<file path="config.mk">
export PLATFORM = sky130hd
export DESIGN_NAME = tlb_lookup
export DESIGN_NICKNAME = d
export VERILOG_FILES = /design/src/rtl/tlb_pkg.sv /design/src/rtl/tlb_entry_store.sv /design/src/rtl/tlb_match_array.sv /design/src/rtl/tlb_first_hit.sv /design/src/rtl/tlb_resolve.sv /design/src/rtl/tlb_lookup.sv
export SDC_FILE = /design/constraint.sdc
export NUM_CORES = 1
export LEC_CHECK = 0
export CORE_UTILIZATION = 55
export DETAILED_ROUTE_END_ITERATION = 10
export DONT_BUFFER_PORTS = 1
export PLACE_DENSITY = 0.79
export SYNTH_ARGS = -nofsm -noshare
export SYNTH_HDL_FRONTEND = slang
export SYNTH_SLANG_ARGS = --single-unit
</file>
<file path="constraint.sdc">
create_clock -name clk -period 9.2 [get_ports clk]
set_input_delay 0.92 -clock clk [delete_from_list [all_inputs] [get_ports clk]]
set_output_delay 0.92 -clock clk [all_outputs]
set_load 0.1 [all_outputs]
</file>
<file path="src/rtl/tlb_pkg.sv">
package tlb_pkg;
  localparam int VA_W      = 32;
  localparam int ASID_W    = 8;
  localparam int MASK_W    = 16;
  localparam int FIX_BITS  = 13;
  localparam int PAD_W     = VA_W - MASK_W - FIX_BITS;

  typedef enum logic [1:0] {
    RES_HIT      = 2'd0,
    RES_MISS     = 2'd1,
    RES_INVALID  = 2'd2,
    RES_MODIFIED = 2'd3
  } res_e;

  typedef struct packed {
    logic [VA_W-1:0]   vpn;
    logic [MASK_W-1:0] mask;
    logic [ASID_W-1:0] asid;
    logic              glob;
    logic [VA_W-1:0]   pfn0;
    logic              v0;
    logic              d0;
    logic [VA_W-1:0]   pfn1;
    logic              v1;
    logic              d1;
  } entry_t;

  function automatic logic [VA_W-1:0] eff_mask(input logic [MASK_W-1:0] m);
    logic [VA_W-1:0] r;
    r = {{PAD_W{1'b0}}, m, {FIX_BITS{1'b0}}};
    r = r | {{(VA_W-FIX_BITS){1'b0}}, {FIX_BITS{1'b1}}};
    return r;
  endfunction
endpackage

</file>
<file path="src/rtl/tlb_entry_store.sv">
module tlb_entry_store
  import tlb_pkg::*;
#(
  parameter int ENTRIES = 8,
  parameter int IDX_W   = $clog2(ENTRIES)
) (
  input  logic                      clk,
  input  logic                      rst_n,
  input  logic                      wr_en,
  input  logic [IDX_W-1:0]          wr_idx,
  input  entry_t                    wr_entry,
  output entry_t [ENTRIES-1:0]      ents
);
  for (genvar i = 0; i < ENTRIES; i++) begin : g_slot
    entry_t slot_q;
    entry_t slot_d;
    logic   slot_we;

    always_comb begin
      slot_we = wr_en && (wr_idx == IDX_W'(i));
      slot_d  = slot_we ? wr_entry : slot_q;
    end

    always_ff @(posedge clk or negedge rst_n) begin
      if (!rst_n) begin
        slot_q <= '0;
      end else if (slot_we) begin
        slot_q <= slot_d;
      end
    end

    assign ents[i] = slot_q;
  end
endmodule

</file>
<file path="src/rtl/tlb_match_array.sv">
module tlb_match_array
  import tlb_pkg::*;
#(
  parameter int ENTRIES = 8,
  parameter int CNT_W   = $clog2(ENTRIES + 1)
) (
  input  entry_t [ENTRIES-1:0] ents,
  input  logic [VA_W-1:0]      va,
  input  logic [ASID_W-1:0]    asid,
  input  logic [CNT_W-1:0]     use_cnt,
  output logic [ENTRIES-1:0]   hit
);
  for (genvar i = 0; i < ENTRIES; i++) begin : g_cmp
    logic [VA_W-1:0] em;
    logic            in_use;
    logic            id_ok;
    logic            tag_ok;

    always_comb begin
      em     = eff_mask(ents[i].mask);
      in_use = CNT_W'(i) < use_cnt;
      id_ok  = ents[i].glob || (ents[i].asid == asid);
      tag_ok = (va & ~em) == (ents[i].vpn & ~em);
      hit[i] = in_use && id_ok && tag_ok;
    end
  end
endmodule

</file>
<file path="src/rtl/tlb_first_hit.sv">
module tlb_first_hit #(
  parameter int ENTRIES = 8,
  parameter int IDX_W   = $clog2(ENTRIES)
) (
  input  logic [ENTRIES-1:0] hit,
  output logic               any,
  output logic [IDX_W-1:0]   idx
);
  always_comb begin
    any = 1'b0;
    idx = '0;
    for (int i = ENTRIES - 1; i >= 0; i--) begin
      if (hit[i]) begin
        any = 1'b1;
        idx = IDX_W'(i);
      end
    end
  end
endmodule

</file>
<file path="src/rtl/tlb_resolve.sv">
module tlb_resolve
  import tlb_pkg::*;
(
  input  entry_t          ent,
  input  logic            any,
  input  logic [VA_W-1:0] va,
  input  logic            write,
  output res_e            code,
  output logic [VA_W-1:0] pa,
  output logic            rd,
  output logic            wr
);
  logic [VA_W-1:0] em;
  logic [VA_W-1:0] half;
  logic            odd;
  logic            sel_v;
  logic            sel_d;
  logic [VA_W-1:0] sel_pfn;

  always_comb begin
    em      = eff_mask(ent.mask);
    half    = em >> 1;
    odd     = |(va & em & ~half);
    sel_v   = odd ? ent.v1   : ent.v0;
    sel_d   = odd ? ent.d1   : ent.d0;
    sel_pfn = odd ? ent.pfn1 : ent.pfn0;

    code = RES_MISS;
    pa   = '0;
    rd   = 1'b0;
    wr   = 1'b0;
    if (any) begin
      if (!sel_v) begin
        code = RES_INVALID;
      end else if (write && !sel_d) begin
        code = RES_MODIFIED;
      end else begin
        code = RES_HIT;
        pa   = (sel_pfn & ~half) | (va & half);
        rd   = 1'b1;
        wr   = sel_d;
      end
    end
  end
endmodule

</file>
<file path="src/rtl/tlb_lookup.sv">
module tlb_lookup
  import tlb_pkg::*;
#(
  parameter int ENTRIES = 8,
  parameter int IDX_W   = $clog2(ENTRIES),
  parameter int CNT_W   = $clog2(ENTRIES + 1)
) (
  input  logic              clk,
  input  logic              rst_n,
  input  logic              req_valid,
  input  logic [31:0]       req_va,
  input  logic [7:0]        req_asid,
  input  logic              req_write,
  input  logic [CNT_W-1:0]  use_cnt,
  input  logic              wr_en,
  input  logic [IDX_W-1:0]  wr_idx,
  input  logic [31:0]       wr_vpn,
  input  logic [15:0]       wr_mask,
  input  logic [7:0]        wr_asid,
  input  logic              wr_global,
  input  logic [31:0]       wr_pfn0,
  input  logic              wr_v0,
  input  logic              wr_d0,
  input  logic [31:0]       wr_pfn1,
  input  logic              wr_v1,
  input  logic              wr_d1,
  output logic              rsp_valid,
  output logic [1:0]        rsp_code,
  output logic [31:0]       rsp_pa,
  output logic              rsp_rd,
  output logic              rsp_wr,
  output logic [IDX_W-1:0]  rsp_idx
);
  entry_t               wr_entry;
  entry_t [ENTRIES-1:0] ents;
  logic [ENTRIES-1:0]   hit;
  logic                 any;
  logic [IDX_W-1:0]     pick;
  entry_t               chosen;
  res_e                 code_c;
  logic [VA_W-1:0]      pa_c;
  logic                 rd_c;
  logic                 wr_c;

  always_comb begin
    wr_entry.vpn  = wr_vpn;
    wr_entry.mask = wr_mask;
    wr_entry.asid = wr_asid;
    wr_entry.glob = wr_global;
    wr_entry.pfn0 = wr_pfn0;
    wr_entry.v0   = wr_v0;
    wr_entry.d0   = wr_d0;
    wr_entry.pfn1 = wr_pfn1;
    wr_entry.v1   = wr_v1;
    wr_entry.d1   = wr_d1;
  end

  tlb_entry_store #(.ENTRIES(ENTRIES), .IDX_W(IDX_W)) u_store (
    .clk      (clk),
    .rst_n    (rst_n),
    .wr_en    (wr_en),
    .wr_idx   (wr_idx),
    .wr_entry (wr_entry),
    .ents     (ents)
  );

  tlb_match_array #(.ENTRIES(ENTRIES), .CNT_W(CNT_W)) u_match (
    .ents    (ents),
    .va      (req_va),
    .asid    (req_asid),
    .use_cnt (use_cnt),
    .hit     (hit)
  );

  tlb_first_hit #(.ENTRIES(ENTRIES), .IDX_W(IDX_W)) u_pick (
    .hit (hit),
    .any (any),
    .idx (pick)
  );

  assign chosen = ents[pick];

  tlb_resolve u_resolve (
    .ent   (chosen),
    .any   (any),
    .va    (req_va),
    .write (req_write),
    .code  (code_c),
    .pa    (pa_c),
    .rd    (rd_c),
    .wr    (wr_c)
  );

  // response registers: next-state then storage
  logic              vld_d, vld_q;
  logic [1:0]        code_d, code_q;
  logic [VA_W-1:0]   pa_d, pa_q;
  logic              rd_d, rd_q, wrp_d, wrp_q;
  logic [IDX_W-1:0]  idx_d, idx_q;

  always_comb begin
    vld_d  = req_valid;
    code_d = code_c;
    pa_d   = pa_c;
    rd_d   = rd_c;
    wrp_d  = wr_c;
    idx_d  = pick;
  end

  always_ff @(posedge clk or negedge rst_n) begin
    if (!rst_n) begin
      vld_q <= 1'b0;
    end else begin
      vld_q <= vld_d;
    end
  end

  always_ff @(posedge clk or negedge rst_n) begin
    if (!rst_n) begin
      code_q <= RES_MISS;
      pa_q   <= '0;
      rd_q   <= 1'b0;
      wrp_q  <= 1'b0;
      idx_q  <= '0;
    end else if (req_valid) begin
      code_q <= code_d;
      pa_q   <= pa_d;
      rd_q   <= rd_d;
      wrp_q  <= wrp_d;
      idx_q  <= idx_d;
    end
  end

  assign rsp_valid = vld_q;
  assign rsp_code  = code_q;
  assign rsp_pa    = pa_q;
  assign rsp_rd    = rd_q;
  assign rsp_wr    = wrp_q;
  assign rsp_idx   = idx_q;

  p_rsp_after_req_r1: assert property (@(posedge clk) disable iff (!rst_n)
    req_valid |=> rsp_valid);
  p_no_rsp_idle_r1: assert property (@(posedge clk) disable iff (!rst_n)
    !req_valid |=> !rsp_valid);
  p_fail_no_grant_r5: assert property (@(posedge clk) disable iff (!rst_n)
    (rsp_valid && rsp_code != RES_HIT) |-> (!rsp_rd && !rsp_wr && rsp_pa == '0));
  p_modified_on_store_r6: assert property (@(posedge clk) disable iff (!rst_n)
    req_valid |=> ((rsp_code == RES_MODIFIED) -> $past(req_write)));
  p_wr_needs_rd_r7: assert property (@(posedge clk) disable iff (!rst_n)
    (rsp_valid && rsp_wr) |-> rsp_rd);
  p_empty_misses_r9: assert property (@(posedge clk) disable iff (!rst_n)
    (req_valid && use_cnt == '0) |=> (rsp_code == RES_MISS));
endmodule

</file>
## Yosys cells after proc, flatten, opt, wreduce, memory -nomap -nowiden

Index checks and enable logic that the tools add are counted.

| storage, ports and cells | value |
|---|---|
| register bits after elaboration | 1040 |
| latch bits | 0 |
| memory bits (writable) | 0 |
| ROM bits | 0 |
| logic and storage cells | 217 |
| memories | 0 |

| cells by class | value |
|---|---|
| $add $sub $neg | 0 |
| multipliers | 0 |
| divide/modulo/power cells | 0 |
| $lt $le $gt $ge | 9 |
| equality and inequality tests | 23 |
| shift-type cells | 0 |
| muxes and demuxes | 33 |
| bitwise logic cells | 30 |
| reduce and logical (&&, ||, !) cells | 36 |

Operators with widths:

| cell | count |
|---|---|
| bitwise AND 32 bit | 18 |
| binary-select mux 125 bit (select 3 bit) | 1 |
| equality test 32 bit | 8 |
| NOT 29 -> 32 bit | 8 |
| two-way mux 32 bit | 4 |
| two-way mux 93 bit | 1 |
| equality test 8 bit | 8 |
| bitwise AND 32 x 28 -> 32 bit | 1 |
| bitwise AND 32 x 29 -> 32 bit | 1 |
| NOT 28 -> 32 bit | 1 |
| OR 32 bit | 1 |
| OR reduction 32 bit | 1 |
| logical AND 1 bit | 25 |
| two-way mux 3 bit | 8 |
| less-than comparator 3 x 4 -> 1 bit (first input constant) | 4 |
| two-way mux 1 bit | 16 |
| equality test 3 bit (second input constant) | 4 |
| logical OR 1 bit | 8 |
| less-than comparator 1 x 4 -> 1 bit (first input constant) | 2 |
| less-than comparator 2 x 4 -> 1 bit (first input constant) | 2 |
| equality test 3 x 2 -> 1 bit (second input constant) | 2 |
| two-way mux 2 bit | 3 |
| less-than comparator 3 x 4 -> 1 bit (second input constant) | 1 |
| equality test 3 x 1 -> 1 bit (second input constant) | 1 |
| other kinds (2) | 2 |

## Depth between registers and ports, before layout

| depth | value |
|---|---|
| word-level depth | 23 |
| gate-level depth with buffers | 22 |
| depth with buffers taken out | 16 |

## Hierarchy

From an unflattened synthesis, not the netlist that was laid out.

| unflattened totals | value |
|---|---|
| cells, all modules | 3180 |
| area total of the unflattened synthesis | 50246.9 um^2 |

By module, submodules not included:

| module | instances | cells each | area an instance (um^2) | seq. area each (um^2) |
|---|---|---|---|---|
| tlb_entry_store | 1 | 2119 | 37016.8 | 25024.0 |
| tlb_lookup | 1 | 528 | 9367.7 | 1002.2 |
| tlb_match_array | 1 | 388 | 2864.0 | 0.0 |
| tlb_resolve | 1 | 132 | 918.4 | 0.0 |
| tlb_first_hit | 1 | 13 | 80.1 | 0.0 |

## Least setup slack after synthesis

OpenSTA, ideal clock, no wires.

| path | value |
|---|---|
| kind | input to register |
| from | input req_va[30] |
| to | register pa_q[10] (netlist: rsp_pa[10]) |
| setup time | 122 ps |
| arrival | 5059 ps |
| required time | 9078 ps |
| path slack | 4019 ps |
| stages on the path | 18 |
| buffers on the path | 4 |
| cells stage by stage | buf_6 xor2_1 or4_1 or4_4 o31ai_4 nor2_2 and2_1 buf_2 a22o_1 o211a_1 or4_1 nor4_2 nand3b_2 mux2i_2 and2b_1 buf_4 buf_6 a22o_1 |

| between the ends | value |
|---|---|
| cells in the longest elaborated chain, start to end | 22 |
| elaborated cells between the ends (all ways) | 56 |
| those cells by class | eq/ne (8); mux (24); bitwise (13); reduce/logical (11) |

Ends and longest elaborated chain:

| what | line | RTL |
|---|---|---|
| from (decl) | tlb_lookup.sv:11 | `input logic [31:0] req_va,` |
| bitwise AND 32 bit | tlb_match_array.sv:23 | `tag_ok = (va & ~em) == (ents[i].vpn & ~em);` |
| equality test 32 bit | tlb_match_array.sv:23 |  |
| logical AND 1 bit | tlb_match_array.sv:24 | `hit[i] = in_use && id_ok && tag_ok;` |
| two-way mux 3 bit (8 in a row) | tlb_first_hit.sv:13 | `if (hit[i]) begin` |
| binary-select mux 125 bit (select 3 bit) | tlb_lookup.sv:81 | `assign chosen = ents[pick];` |
| two-way mux 93 bit (not written as such) | tlb_lookup.sv:81 |  |
| bitwise AND 32 x 29 -> 32 bit / NOT 28 -> 32 bit (equally long branches) | tlb_resolve.sv:23 | `odd = \|(va & em & ~half);` |
| bitwise AND 32 bit | tlb_resolve.sv:23 |  |
| OR reduction 32 bit | tlb_resolve.sv:23 |  |
| two-way mux 32 bit / two-way mux 1 bit (equally long branches) | tlb_resolve.sv:26, tlb_resolve.sv:25 |  |
| bitwise AND 32 bit / logical NOT 1 bit (equally long branches) | tlb_resolve.sv:39, tlb_resolve.sv:35 |  |
| OR 32 bit / logical AND 1 bit (equally long branches) | tlb_resolve.sv:39, tlb_resolve.sv:35 |  |
| two-way mux 32 bit | tlb_resolve.sv:35 | `end else if (write && !sel_d) begin` |
| two-way mux 32 bit | tlb_resolve.sv:33 | `if (!sel_v) begin` |
| two-way mux 32 bit (*) | tlb_resolve.sv:32 | `if (any) begin` |
| to (signal assigned) | tlb_lookup.sv:127 | `pa_q <= pa_d;` |
| to (decl) | tlb_lookup.sv:97 | `logic [VA_W-1:0] pa_d, pa_q;` |

Every way passes the cells marked *; elsewhere a longest branch is shown, timed or not. The select of a mux whose other input is x is not followed.
A chain may end at the register's enable or synchronous reset.

## Worst setup path in the final report

| path | value |
|---|---|
| from | register u_store.g_slot[0].slot_q (netlist bit u_store.ents[72]) |
| to | register pa_q[8] (netlist: rsp_pa[8]) |

| between the ends | value |
|---|---|
| cells in the longest elaborated chain, start to end | 16 |
| elaborated cells between the ends (all ways) | 22 |
| those cells by class | eq/ne (1); mux (10); bitwise (5); reduce/logical (6) |

Ends and longest elaborated chain:

| what | line | RTL |
|---|---|---|
| from (decl) | tlb_entry_store.sv:15 | `entry_t slot_q;` |
| from (signal assigned) | tlb_entry_store.sv:28 | `slot_q <= slot_d;` |
| equality test 8 bit (*) | tlb_match_array.sv:22 | `id_ok = ents[i].glob \|\| (ents[i].asid == asid);` |
| logical OR 1 bit (*) | tlb_match_array.sv:22 |  |
| logical AND 1 bit (*) (2 in a row) | tlb_match_array.sv:24 |  |
| two-way mux 3 bit | tlb_first_hit.sv:13 |  |
| binary-select mux 125 bit (select 3 bit) | tlb_lookup.sv:81 |  |
| two-way mux 93 bit (not written as such) | tlb_lookup.sv:81 |  |
| bitwise AND 32 x 29 -> 32 bit / NOT 28 -> 32 bit (equally long branches) | tlb_resolve.sv:23 |  |
| bitwise AND 32 bit | tlb_resolve.sv:23 |  |
| OR reduction 32 bit | tlb_resolve.sv:23 |  |
| two-way mux 32 bit / two-way mux 1 bit (equally long branches) | tlb_resolve.sv:26, tlb_resolve.sv:25 |  |
| bitwise AND 32 bit / logical NOT 1 bit (equally long branches) | tlb_resolve.sv:39, tlb_resolve.sv:35 |  |
| OR 32 bit / logical AND 1 bit (equally long branches) | tlb_resolve.sv:39, tlb_resolve.sv:35 |  |
| two-way mux 32 bit | tlb_resolve.sv:35 |  |
| two-way mux 32 bit | tlb_resolve.sv:33 |  |
| two-way mux 32 bit (*) | tlb_resolve.sv:32 |  |

Marked as above.

==> out/metrics.yaml <==
clock_tree:
  clk_latency_ns: 0.65
  cts_root_buf: "clkbuf_16"
  clkSlewWorstSetupHoldPaths_ns: 0.06
  cts_buffers: 79
  clkSinkCount: 744
  tritoncts: "done"
  htreeDepth: 3
  clockBufferDepth: 3
detailed_routing:
  wl_per_cell_um: 28.5
  dr.pass1.iters: 7
  routed_via_density: 6.40
  drt_wl_total_um: 104000
  drtAntennaViolNets: 0
  vias: 23348
  drcViolationCount: 0
  drt_iter0_markers: 2247
timing:
  finalSetupViolations: 0
  slew_headroom_pct: -38.8
  hold_viol: 0
  skew_ns: 0.0246
  fin_crit_sh_pct: 74.8
  drv_slew: 205
  rsz0062_at_grt: "no"
  worstMarginPinSlew_ns: 2.08
  max_freq_ghz: 0.145
  fin_setup_tns_ns: 0
  setup_slack_ns: 2.32
  period_needed_ns: 6.88
  hold_ws_ns: 0.0734
final_layout:
  layout_commonest_cell: "dfrtp_1"
  drive_gt1_share_pct: 32.4
  mostFrequentLayoutCells: "dfrtp_1 (743), mux2_2 (716), mux2i_1 (181)"
  post-route-util_pct: 61.1
  design_area_um2: 39400
  n_fill_cell: 4944
  area_growth_syn_to_layout_pct: 9.48
  nets: 2905
placement:
  hpwl_um: 68900
  pre_cts_ws_ns: 1.92
  postPlaceCellArea_um2: 36500
  gp_congestion: 0.988
  numPortBuffers: 0
yosys:
  ys.flop_type: "dfrtp_1"
  ys_async_sr_fraction_pct: 100
  ys_types: 73
  syn_avg_cell_area_um2: 12.9
  synth_warnings: 0
  ys_seq_elements: 744
  synth-seq-area-share_pct: 51.8
  synth_cells: 2796
  netlist_area_um2: 35900
  synth_nets: 2973
  synth_edf_count: 0
floorplan:
  die_y_um: 258
  dieArea_um2: 66400
  initial_utilization_pct: 55.8
  chipWidth_um: 258
  design.core.area_um2: 64500
  placementRows: 93
  io_pins: 217
grt:
  grt_overflow: 0
  grt_start_max_net_pins: 400
  grt_pass1_wl_um: 156000
  grt_antenna_before_repair: 3
  grt_pass1_vias: 24010
  grt_usage_pct: 31.6
min_path:
  hp-class: "input port to async pin"
worst_setup_path:
  crit_path_start_kind: "flop"
  slowest_stage: "and2b_1"
  crit_chain: "xor2_1 > nor4_1 > a21oi_1 > nor4_1 > nand4_1 > nand4_1 > nand2_8 > mux2i_1 > a222oi_1 > a211oi_1 > or4_1 > nor4_2 > nand3b_2 > mux2i_2 > and2b_1 > a22o_1"
  cp_max_fo: 70
  max_stage_delay_ns: 0.87
  crit_required_ns: 9.77
  crit_type: "flop to flop"
  worst_setup_path_end_kind: "flop"
  cp.arrival_ns: 7.45
pwr:
  power_leakage_nw: 16.1
  peakVddDrop_mv: 0.173
  power_density_nw_per_um2: 245
run_status:
  outcome: "complete, but fails checks"
  violations: "slew limit"
flow_run:
  cap_violations: 0
==> power breakdown <==
part	switching (mW)	internal [mW]	leakage, nW	total (mW)
Sequential	0.501	3.96	9.00	4.46
Clock	1.39	1.98	1.38	3.36
Combinational	0.849	0.983	5.68	1.83
Total	2.74	6.92	16.1	9.66
==> cells in the mapped netlist (3+ instances only) <==
library cell	n	area (um^2)
a211o_1	3	26.3
a211oi_1	108	811
a21boi_0	4	30.0
a21oi_1	81	405
a22o_1	32	280
a31oi_1	5	31.3
a41o_1	3	30.0
and2_1	6	37.5
and3_1	6	37.5
and4b_1	3	30.0
buf_1	16	60.1
buf_2	46	230
buf_4	3	22.5
buf_6	7	78.8
clkbuf_1	109	409
dfrtp_1	743	18600
inv_1	8	30.0
mux2_2	716	8060
mux2i_1	181	1810
nand2_1	29	109
nand3_1	10	50.1
nand4_1	11	68.8
nand4b_1	8	70.1
nor2_1	84	315
nor2b_1	80	500
nor3_1	36	180
nor3b_1	9	67.6
nor4_1	45	282
o211ai_1	8	60.1
o21ai_0	13	65.1
o21ai_1	4	20.0
o22ai_1	81	507
o2bb2ai_1	19	166
o31ai_1	6	45.0
or2_2	3	18.8
or4_1	9	67.6
xnor2_1	144	1260
xor2_1	72	631
==> final timing paths <==
check	start	to	slack (ns)	cells past startpoint
worst max-delay path	u_store.ents[72]	rsp_pa[8]	2.32	16
worst min-delay path	rst_n	u_store.ents[15]	0.07	0
worst max register to register	u_store.ents[72]	rsp_pa[8]	2.32	16
worst min register to register	u_store.ents[564]	u_store.ents[564]	0.50	1
max in group asynchronous	rst_n	u_store.ents[1]	7.44	3
min in group clk	req_valid	rsp_valid	0.29	0
==> per-layer routing <==
metal | global-route usage [%] | wire, um | vias up
met5 | 0 | 9 | -
met4 | 11.2 | 3320 | 2
met3 | 8.85 | 9410 | 152
met2 | 48.5 | 47500 | 782
met1 | 43.0 | 43900 | 12299
li1 | - | - | 10113
==> metrics by stage <==
stage / std cells / power, mW
2_1_floorplan: 2796 / 5.72
3_3_place_gp: 3498 / 6.16
3_5_place_dp: 3498 / 6.29
4_1_cts: 3644 / 9.68
5_1_grt: 3646 / 10.0
6_report: 3647 / 9.66
==> logic make-up after synthesis <==
| logic type | share of synthesized area [%] |
|---|---|
| DFF | 51.8 |
| AOI/OAI and AO/OA | 7.57 |
| buffers and inverters | 2.33 |
| muxes | 27.5 |
| and+or+nand+nor | 5.54 |
| xor gates and xnor gates | 5.26 |
==> worst max-delay path: cells and delay by family (launching register included) <==
kind / cells / cell delay (ns)
xor+xnor: 1 / 0.15
simple gates: 9 / 4.09
mux: 2 / 0.52
compound gates: 4 / 1.60
flops: 1 / 0.40
==> registers in the layout, summed over array words and instances, names as in the netlist <==
name / count
rsp_wr: 1
rsp_pa: 32
rsp_rd: 1
rsp_idx: 3
u_store.ents: 704
rsp_code: 2
rsp_valid: 1
==> timing repair <==
item | CTS | global route
hold endpoints to repair | 346 | 0
hold buffers | 2 | 0
buffers inserted | 0 | 0
resized for setup | 0 | 0
==> area by class of cell <==
| cell class | count | area, um^2 | area share (%) |
|---|---|---|---|
| flip-flops and latches | 744 | 18600 | 47.3 |
| repair buffers | 32 | 315 | 0.801 |
| inverters | 10 | 37.5 | 0.0954 |
| well taps | 855 | 1070 | 2.72 |
| clock inverters | 34 | 454 | 1.15 |
| clock buffers | 110 | 2310 | 5.88 |
| multi-input cells | 1861 | 16500 | 42.0 |
| diodes | 1 | 2.50 | 0.00636 |
No activity file was read; power rests on OpenSTA's default activity.
